$ cat src/rtl/ucnt_pkg.sv
package ucnt_pkg;
    localparam int DW   = 32;
    localparam int AW   = 8;
    localparam int PS_W = 3;
    localparam int NEV  = 3;

    localparam int EV_MATCH = 0;
    localparam int EV_OVF   = 1;
    localparam int EV_CAP   = 2;

    localparam logic [AW-1:0] A_ID    = 8'h00;
    localparam logic [AW-1:0] A_CFG   = 8'h10;
    localparam logic [AW-1:0] A_RAW   = 8'h24;
    localparam logic [AW-1:0] A_STAT  = 8'h28;
    localparam logic [AW-1:0] A_ENSET = 8'h2C;
    localparam logic [AW-1:0] A_ENCLR = 8'h30;
    localparam logic [AW-1:0] A_CTL   = 8'h38;
    localparam logic [AW-1:0] A_CNT   = 8'h3C;
    localparam logic [AW-1:0] A_LOAD  = 8'h40;
    localparam logic [AW-1:0] A_TRIG  = 8'h44;
    localparam logic [AW-1:0] A_MATCH = 8'h4C;
    localparam logic [AW-1:0] A_CAP   = 8'h50;
    localparam logic [AW-1:0] A_ICTRL = 8'h54;

    typedef enum logic {ST_RUN, ST_SRST} srst_state_t;
endpackage

$ cat src/rtl/ucnt_prescale.sv
module ucnt_prescale #(
    parameter int PS_W = 3
) (
    input  logic            clk,
    input  logic            rst_n,
    input  logic            clr,
    input  logic            run,
    input  logic            en,
    input  logic [PS_W-1:0] sel,
    output logic            tick
);
    localparam int DIV_W = 1 << PS_W;

    logic [DIV_W-1:0] div_q;
    logic [DIV_W:0]   lim_w;
    logic [DIV_W-1:0] lim;

    always_comb begin
        lim_w = ((DIV_W+1)'(1) << (32'(sel) + 1)) - (DIV_W+1)'(1);
        lim   = lim_w[DIV_W-1:0];
    end

    always_ff @(posedge clk or negedge rst_n) begin
        if (!rst_n)                    div_q <= '0;
        else if (clr || !run || !en)   div_q <= '0;
        else if (div_q == lim)         div_q <= '0;
        else                           div_q <= div_q + 1'b1;
    end

    assign tick = run && (!en || (div_q == lim));
endmodule

$ cat src/rtl/ucnt_capture.sv
module ucnt_capture #(
    parameter int W = 32
) (
    input  logic         clk,
    input  logic         rst_n,
    input  logic         clr,
    input  logic         pin,
    input  logic [1:0]   edge_sel,
    input  logic         second,
    input  logic [W-1:0] cnt,
    output logic [W-1:0] cap_val,
    output logic         cap_evt
);
    logic [2:0] sync_q;
    logic       pend_q;
    logic       rise, fall, hit;

    assign rise    = sync_q[1] && !sync_q[2];
    assign fall    = !sync_q[1] && sync_q[2];
    assign hit     = (edge_sel[0] && rise) || (edge_sel[1] && fall);
    assign cap_evt = hit && (!second || pend_q);

    always_ff @(posedge clk or negedge rst_n) begin
        if (!rst_n) sync_q <= '0;
        else        sync_q <= {sync_q[1:0], pin};
    end

    always_ff @(posedge clk or negedge rst_n) begin
        if (!rst_n) begin
            cap_val <= '0;
            pend_q  <= 1'b0;
        end else if (clr) begin
            cap_val <= '0;
            pend_q  <= 1'b0;
        end else begin
            if (cap_evt)      cap_val <= cnt;
            if (!second)      pend_q  <= 1'b0;
            else if (hit)     pend_q  <= !pend_q;
        end
    end
endmodule

$ cat src/rtl/ucnt_irq.sv
module ucnt_irq #(
    parameter int NEV = 3
) (
    input  logic           clk,
    input  logic           rst_n,
    input  logic           clr,
    input  logic [NEV-1:0] evt,
    input  logic [NEV-1:0] ack,
    input  logic [NEV-1:0] en_set,
    input  logic [NEV-1:0] en_clr,
    output logic [NEV-1:0] raw,
    output logic [NEV-1:0] en,
    output logic           irq
);
    always_ff @(posedge clk or negedge rst_n) begin
        if (!rst_n) begin
            raw <= '0;
            en  <= '0;
        end else if (clr) begin
            raw <= '0;
            en  <= '0;
        end else begin
            raw <= (raw & ~ack) | evt;
            en  <= (en | en_set) & ~en_clr;
        end
    end

    assign irq = |(raw & en);
endmodule

$ cat src/rtl/ucnt_timer.sv
module ucnt_timer
    import ucnt_pkg::*;
#(
    parameter int          SRST_CYCLES = 4,
    parameter logic [31:0] ID_VALUE    = 32'h0A11_0201
) (
    input  logic          clk,
    input  logic          rst_n,
    input  logic [AW-1:0] addr,
    input  logic          wr_en,
    input  logic [DW-1:0] wdata,
    output logic [DW-1:0] rdata,
    input  logic          cap_in,
    output logic          irq
);
    localparam int          SRST_W = $clog2(SRST_CYCLES + 1);
    localparam logic [DW-1:0] MAXV = '1;

    srst_state_t       state_q;
    logic [SRST_W-1:0] left_q;
    logic              busy, soft_go, clr_all, wr_ok;

    logic              start_q, reload_q, ps_en_q, cmp_en_q, cap2_q;
    logic [PS_W-1:0]   ps_q;
    logic [1:0]        cap_sel_q;
    logic [DW-1:0]     cnt_q, load_q, match_q, cap_val;
    logic              eq_q, eq, tick, cap_evt, cnt_wr, trig_wr, at_max;
    logic [NEV-1:0]    evt, raw, en, ack, en_set, en_clr;
    logic [DW-1:0]     ctl_rd;

    assign wr_ok   = wr_en && (state_q == ST_RUN);
    assign soft_go = wr_ok && (addr == A_ICTRL) && wdata[1];
    assign clr_all = soft_go || busy;
    assign cnt_wr  = wr_ok && (addr == A_CNT);
    assign trig_wr = wr_ok && (addr == A_TRIG);
    assign at_max  = (cnt_q == MAXV);

    // soft reset state register
    always_ff @(posedge clk or negedge rst_n) begin
        if (!rst_n) begin
            state_q <= ST_RUN;
            left_q  <= '0;
        end else begin
            unique case (state_q)
                ST_RUN: if (soft_go) begin
                    state_q <= ST_SRST;
                    left_q  <= SRST_W'(SRST_CYCLES - 1);
                end
                ST_SRST: if (left_q == '0) state_q <= ST_RUN;
                         else              left_q  <= left_q - 1'b1;
            endcase
        end
    end

    // soft reset outputs
    always_comb begin
        unique case (state_q)
            ST_RUN:  busy = 1'b0;
            ST_SRST: busy = 1'b1;
        endcase
    end

    ucnt_prescale #(.PS_W(PS_W)) u_pre (
        .clk(clk), .rst_n(rst_n), .clr(clr_all), .run(start_q && !busy),
        .en(ps_en_q), .sel(ps_q), .tick(tick)
    );

    ucnt_capture #(.W(DW)) u_cap (
        .clk(clk), .rst_n(rst_n), .clr(clr_all), .pin(cap_in),
        .edge_sel(cap_sel_q), .second(cap2_q), .cnt(cnt_q),
        .cap_val(cap_val), .cap_evt(cap_evt)
    );

    always_ff @(posedge clk or negedge rst_n) begin
        if (!rst_n) begin
            start_q <= 1'b0; reload_q <= 1'b0; ps_q <= '0; ps_en_q <= 1'b0;
            cmp_en_q <= 1'b0; cap_sel_q <= '0; cap2_q <= 1'b0;
            cnt_q <= '0; load_q <= '0; match_q <= '0; eq_q <= 1'b0;
        end else if (clr_all) begin
            start_q <= 1'b0; reload_q <= 1'b0; ps_q <= '0; ps_en_q <= 1'b0;
            cmp_en_q <= 1'b0; cap_sel_q <= '0; cap2_q <= 1'b0;
            cnt_q <= '0; load_q <= '0; match_q <= '0; eq_q <= 1'b0;
        end else begin
            eq_q <= eq;
            if (wr_ok && addr == A_CTL) begin
                start_q   <= wdata[0];
                reload_q  <= wdata[1];
                ps_q      <= wdata[2 +: PS_W];
                ps_en_q   <= wdata[5];
                cmp_en_q  <= wdata[6];
                cap_sel_q <= wdata[9:8];
                cap2_q    <= wdata[13];
            end else if (tick && at_max && !reload_q && !cnt_wr && !trig_wr) begin
                start_q <= 1'b0;
            end
            if (wr_ok && addr == A_LOAD)  load_q  <= wdata;
            if (wr_ok && addr == A_MATCH) match_q <= wdata;
            if (cnt_wr)       cnt_q <= wdata;
            else if (trig_wr) cnt_q <= load_q;
            else if (tick)    cnt_q <= at_max ? (reload_q ? load_q : '0) : cnt_q + 1'b1;
        end
    end

    assign eq = cmp_en_q && (cnt_q == match_q);

    always_comb begin
        evt           = '0;
        evt[EV_MATCH] = eq && !eq_q;
        evt[EV_OVF]   = tick && at_max && !cnt_wr && !trig_wr;
        evt[EV_CAP]   = cap_evt;
        ack    = (wr_ok && addr == A_STAT)  ? wdata[NEV-1:0] : '0;
        en_set = (wr_ok && addr == A_ENSET) ? wdata[NEV-1:0] : '0;
        en_clr = (wr_ok && addr == A_ENCLR) ? wdata[NEV-1:0] : '0;
    end

    ucnt_irq #(.NEV(NEV)) u_irq (
        .clk(clk), .rst_n(rst_n), .clr(clr_all), .evt(evt), .ack(ack),
        .en_set(en_set), .en_clr(en_clr), .raw(raw), .en(en), .irq(irq)
    );

    always_comb begin
        ctl_rd            = '0;
        ctl_rd[0]         = start_q;
        ctl_rd[1]         = reload_q;
        ctl_rd[2 +: PS_W] = ps_q;
        ctl_rd[5]         = ps_en_q;
        ctl_rd[6]         = cmp_en_q;
        ctl_rd[9:8]       = cap_sel_q;
        ctl_rd[13]        = cap2_q;
    end

    always_comb begin
        case (addr)
            A_ID:            rdata = ID_VALUE;
            A_CFG:           rdata = {{(DW-1){1'b0}}, busy};
            A_RAW:           rdata = {{(DW-NEV){1'b0}}, raw};
            A_STAT:          rdata = {{(DW-NEV){1'b0}}, raw & en};
            A_ENSET, A_ENCLR: rdata = {{(DW-NEV){1'b0}}, en};
            A_CTL:           rdata = ctl_rd;
            A_CNT:           rdata = cnt_q;
            A_LOAD:          rdata = load_q;
            A_MATCH:         rdata = match_q;
            A_CAP:           rdata = cap_val;
            default:         rdata = '0;
        endcase
    end
endmodule

$ cat config.mk
export PLATFORM = sky130hd
export DESIGN_NAME = ucnt_timer
export DESIGN_NICKNAME = d
export VERILOG_FILES = /design/src/rtl/ucnt_pkg.sv /design/src/rtl/ucnt_prescale.sv /design/src/rtl/ucnt_capture.sv /design/src/rtl/ucnt_irq.sv /design/src/rtl/ucnt_timer.sv
export SDC_FILE = /design/constraint.sdc
export NUM_CORES = 1
export LEC_CHECK = 0
export BUFFER_PORTS_ARGS = -buffer_cell sky130_fd_sc_hd__buf_4
export CAP_MARGIN = 20
export CORE_MARGIN = 2
export CORE_UTILIZATION = 50
export CTS_CLUSTER_SIZE = 30
export DETAILED_ROUTE_END_ITERATION = 6
export PLACE_DENSITY = 0.79
export SYNTH_ARGS = -nofsm -noshare
export SYNTH_HDL_FRONTEND = slang
export SYNTH_SLANG_ARGS = --single-unit
$ cat constraint.sdc
create_clock -name clk -period 4.3 [get_ports clk]
set_input_delay 0.43 -clock clk [delete_from_list [all_inputs] [get_ports clk]]
set_output_delay 0.43 -clock clk [all_outputs]
set_load 0.005 [all_outputs]
==> run summary <==
STATUS
--------------------------------------------------------------------------------
Outcome ........................................................... finished, violations left
Failing checks ....................................................          DRC

WORST SETUP PATH
--------------------------------------------------------------------------------
Class of the most critical setup path .............................   reg -> reg
Data required time at the worst endpoint ..........................      4.68 ns
Arrival time worst endpoint .......................................      3.80 ns
CP endpoint kind ..................................................    flip-flop
Maximum net fanout on the critical path ...........................           13
Count of cells along the worst register-to-register path ..........           10
Kind of start point of the critical path ..........................    flip-flop

GRT
--------------------------------------------------------------------------------
Largest net degree at the start of global routing .................          103
First-pass GRT wire length ........................................     48100 um
Congestion Overflow GR ............................................            0
Total global routing track utilization ............................        0.305
Number of global-route vias before repair .........................         8946
Number of antenna violations at the first check in global routing .            0

SYNTHESIS
--------------------------------------------------------------------------------
Synth Net Count ...................................................         1203
Post-synth ARST share .............................................         1.00
Post-synth EDFFs ..................................................            0
Fraction of the yosys area taken by sequential cells ..............        0.426
Yosys cell types ..................................................           75
Count of state elements after synthesis ...........................          161
Synthesized instance count ........................................         1154
Post-Syn Area per Cell ............................................   8.20 sq um
Combined area of all synthesized cells ............................   9460 sq um
Most common flop cell mapped by yosys ............................. sky130_fd_sc_hd__dfrtp_1
Syn. warnings .....................................................            0

CTS
--------------------------------------------------------------------------------
CTS-repair resized insts ..........................................            0
CTS clock-pin slew for the worst setup and hold paths .............      0.07 ns
Number of hold buffers added after CTS ............................            0
Total setup buffers inserted after CTS ............................            0
CTS Root Buffer Type .............................................. sky130_fd_sc_hd__clkbuf_16
TritonCTS clock tree ..............................................          yes
Clock latency at the later pin of the worst-skew pair .............      0.45 ns
Number of buffers created by CTS ..................................           17
Total number of clock tree sinks ..................................          161
Buffer depth of the longest clock path ............................            2
H-tree levels .....................................................            4

PWR
--------------------------------------------------------------------------------
Total power divided by cell area ..................................  326 nW/um^2
Clock share of power ..............................................        0.440
Sw Ratio ..........................................................        0.263
Sequential fraction of design power ...............................        0.474
Power share of the combinational group ............................        0.086
Overall Power .....................................................      3.48 mW
Leakage power summed over all cells ...............................      4.56 nW
Peak supply drop ..................................................     0.296 mV
Internal power component ..........................................      2.57 mW
Net switching power ...............................................     0.915 mW

DIE
--------------------------------------------------------------------------------
Number of top-level design ports ..................................           77
Number of standard-cell rows in the floorplan .....................           50
Placeable core region .............................................  18600 sq um
Starting utilization of the core area .............................        0.507
Area of the die ...................................................  20000 sq um
Width of the chip .................................................       142 um
Die Y-Extent ......................................................       142 um

MIN PATH
--------------------------------------------------------------------------------
Worst hold path type ..............................................    in -> reg
Hold-critical path depth ..........................................            1

STA
--------------------------------------------------------------------------------
Transition time at the pin with the least slew margin .............      1.06 ns
Final Max Tran Viols ..............................................            0
Slew HR ...........................................................        0.293
Time the final worst path needs with I/O delays and setup .........      3.42 ns
Number of setup violations in the final report ....................            0
Worst hold slack across all endpoints .............................     0.104 ns
Fmax ..............................................................    0.292 GHz
Hold Vio Cnt, Final ...............................................            0
RSZ-0062 raised after global routing ..............................        false
Clock skew after layout ...........................................    0.0151 ns
Part of the cycle the worst path needs ............................        0.796
Worst setup margin ................................................     0.876 ns
Fin Setup TNS .....................................................         0 ns

FINISH
--------------------------------------------------------------------------------
Commonest cells after routing, fill and taps aside ................ sky130_fd_sc_hd__nand2_1 (299), sky130_fd_sc_hd__dfrtp_1 (161), sky130_fd_sc_hd__a21oi_1 (130), sky130_fd_sc_hd__buf_4 (95), sky130_fd_sc_hd__nor2_1 (50)
Commonest non-fill, non-tap cell in the layout .................... sky130_fd_sc_hd__nand2_1
Final Instance Count excl. Fillers ................................         1415
Layout overhead on the synthesized area ...........................        12.9%
Filler cell count .................................................         1701
# nets final ......................................................         1217
Final instance area ...............................................  10700 sq um
Area occupied by multi-input gates ................................   4960 sq um
Layout cell share with drive strength beyond 1 ....................        0.132
Antenna cells .....................................................            0
Final design utilization ..........................................        0.573
Area occupied by registers ........................................   4030 sq um

ROUTING
--------------------------------------------------------------------------------
Final Routed Wirelength ...........................................     30100 um
Final antenna-violating net count .................................            0
Via count of the routed design ....................................         9369
Total DRC errors in the routed layout .............................           13
Wirelength per Cell ...............................................      21.3 um
Initial drt markers ...............................................         1431
Detailed-route vias per instance ..................................         6.62
Initial DRT Pass Iterations .......................................            7

PLACED DESIGN
--------------------------------------------------------------------------------
Cell Count Post-Placement .........................................         1382
Quantity of I/O buffers inserted on ports .........................           76
RD Place Congestion ...............................................        0.906
Placed Instance Area ..............................................  10100 sq um
Dpl hpwl ..........................................................     19500 um
Post-place setup slack ............................................     0.940 ns

RUN
--------------------------------------------------------------------------------
Number of max-cap violations ......................................            0

## sequential cells by signal, indices dropped and copies added (netlist names), 2 cells and up
register       count
u_irq.raw          3
u_irq.en           3
cnt_q             32
u_cap.sync_q       3
left_q             3
load_q            32
ps_q               3
cap_sel_q          2
u_pre.div_q        8
match_q           32
u_cap.cap_val     32
## metal layers
metal | part of all wire | global-route usage
met1 | 0.40 | 0.418
met2 | 0.45 | 0.468
met3 | 0.10 | 0.0557
met4 | 0.045 | 0.155
met5 | 0 | 0
## cell usage after synthesis (5+ instances only)
cell type	number	area (sq um)
sky130_fd_sc_hd__nand2_1	299	1120
sky130_fd_sc_hd__dfrtp_1	161	4030
sky130_fd_sc_hd__a21oi_1	130	651
sky130_fd_sc_hd__clkbuf_1	81	304
sky130_fd_sc_hd__nor2_1	54	203
sky130_fd_sc_hd__nand3_1	37	185
sky130_fd_sc_hd__xnor2_1	27	236
sky130_fd_sc_hd__xor2_1	27	236
sky130_fd_sc_hd__a222oi_1	26	260
sky130_fd_sc_hd__nand4_1	21	131
sky130_fd_sc_hd__nor3_1	21	105
sky130_fd_sc_hd__o21ai_0	18	90.1
sky130_fd_sc_hd__a22oi_1	14	105
sky130_fd_sc_hd__o31ai_1	14	105
sky130_fd_sc_hd__inv_1	13	48.8
sky130_fd_sc_hd__a211oi_1	11	82.6
sky130_fd_sc_hd__o211ai_1	11	82.6
sky130_fd_sc_hd__o22ai_1	11	68.8
sky130_fd_sc_hd__and3_1	10	62.6
sky130_fd_sc_hd__or3_1	10	62.6
sky130_fd_sc_hd__a22o_1	9	78.8
sky130_fd_sc_hd__nand2b_1	9	56.3
sky130_fd_sc_hd__nor3b_1	9	67.6
sky130_fd_sc_hd__o311ai_0	9	78.8
sky130_fd_sc_hd__buf_2	8	40.0
sky130_fd_sc_hd__nor4_1	8	50.1
sky130_fd_sc_hd__o2bb2ai_1	7	61.3
sky130_fd_sc_hd__a31oi_1	6	37.5
sky130_fd_sc_hd__buf_6	5	56.3
sky130_fd_sc_hd__ha_1	5	62.6
sky130_fd_sc_hd__or2_2	5	31.3
## final timing paths
path	slack, ns	start	to
max in group asynchronous	3.14	rst_n	load_q[14]
min	0.10	cap_in	u_cap.sync_q[0]
min reg2reg	0.36	u_cap.sync_q[0]	u_cap.sync_q[1]
max	0.88	ps_q[0]	cnt_q[18]
min in group asynchronous	0.13	rst_n	left_q[0]
max reg2reg	0.88	ps_q[0]	cnt_q[18]
## power groups by stage
stage | logic [mW] | registers [mW] | clock network, mW
floorplan | 0.184 | 1.63 | 0
global placement | 0.286 | 1.67 | 0
detailed placement | 0.294 | 1.67 | 0
CTS | 0.295 | 1.65 | 1.53
global route | 0.325 | 1.66 | 1.60
finish | 0.301 | 1.65 | 1.53
## final cells by class
class,instances,area share
Inverter,14,0.00492
Timing Repair Buffer,98,0.0711
Clock buffer,21,0.0422
Clock inverter,11,0.0121
Multi-Input combinational cell,876,0.465
Sequential cell,161,0.377
Tap cell,234,0.0274
## cell families (layout without fill, tap and decap cells)
logic type	after synthesis	in the layout	share of synthesized area
mux	3	3	0.00317
fa+ha+maj	5	5	0.00661
xor+xnor	54	54	0.0500
simple gates	514	514	0.251
buf+inv	117	144	0.0529
compound gates	299	299	0.210
flops	161	161	0.426
other cells	1	1	0.000396
## critical path, stage by stage, from the launching register on
cell	delay, ns
sky130_fd_sc_hd__dfrtp_1	0.50
sky130_fd_sc_hd__or3_1	0.42
sky130_fd_sc_hd__ha_1	0.28
sky130_fd_sc_hd__xor2_1	0.27
sky130_fd_sc_hd__and4b_1	0.22
sky130_fd_sc_hd__o311ai_0	0.19
sky130_fd_sc_hd__o2111ai_1	0.26
sky130_fd_sc_hd__nand2_1	0.08
sky130_fd_sc_hd__buf_4	0.20
sky130_fd_sc_hd__nor2_1	0.67
sky130_fd_sc_hd__a22o_1	0.27
Power figures use the tool's default switching activity.
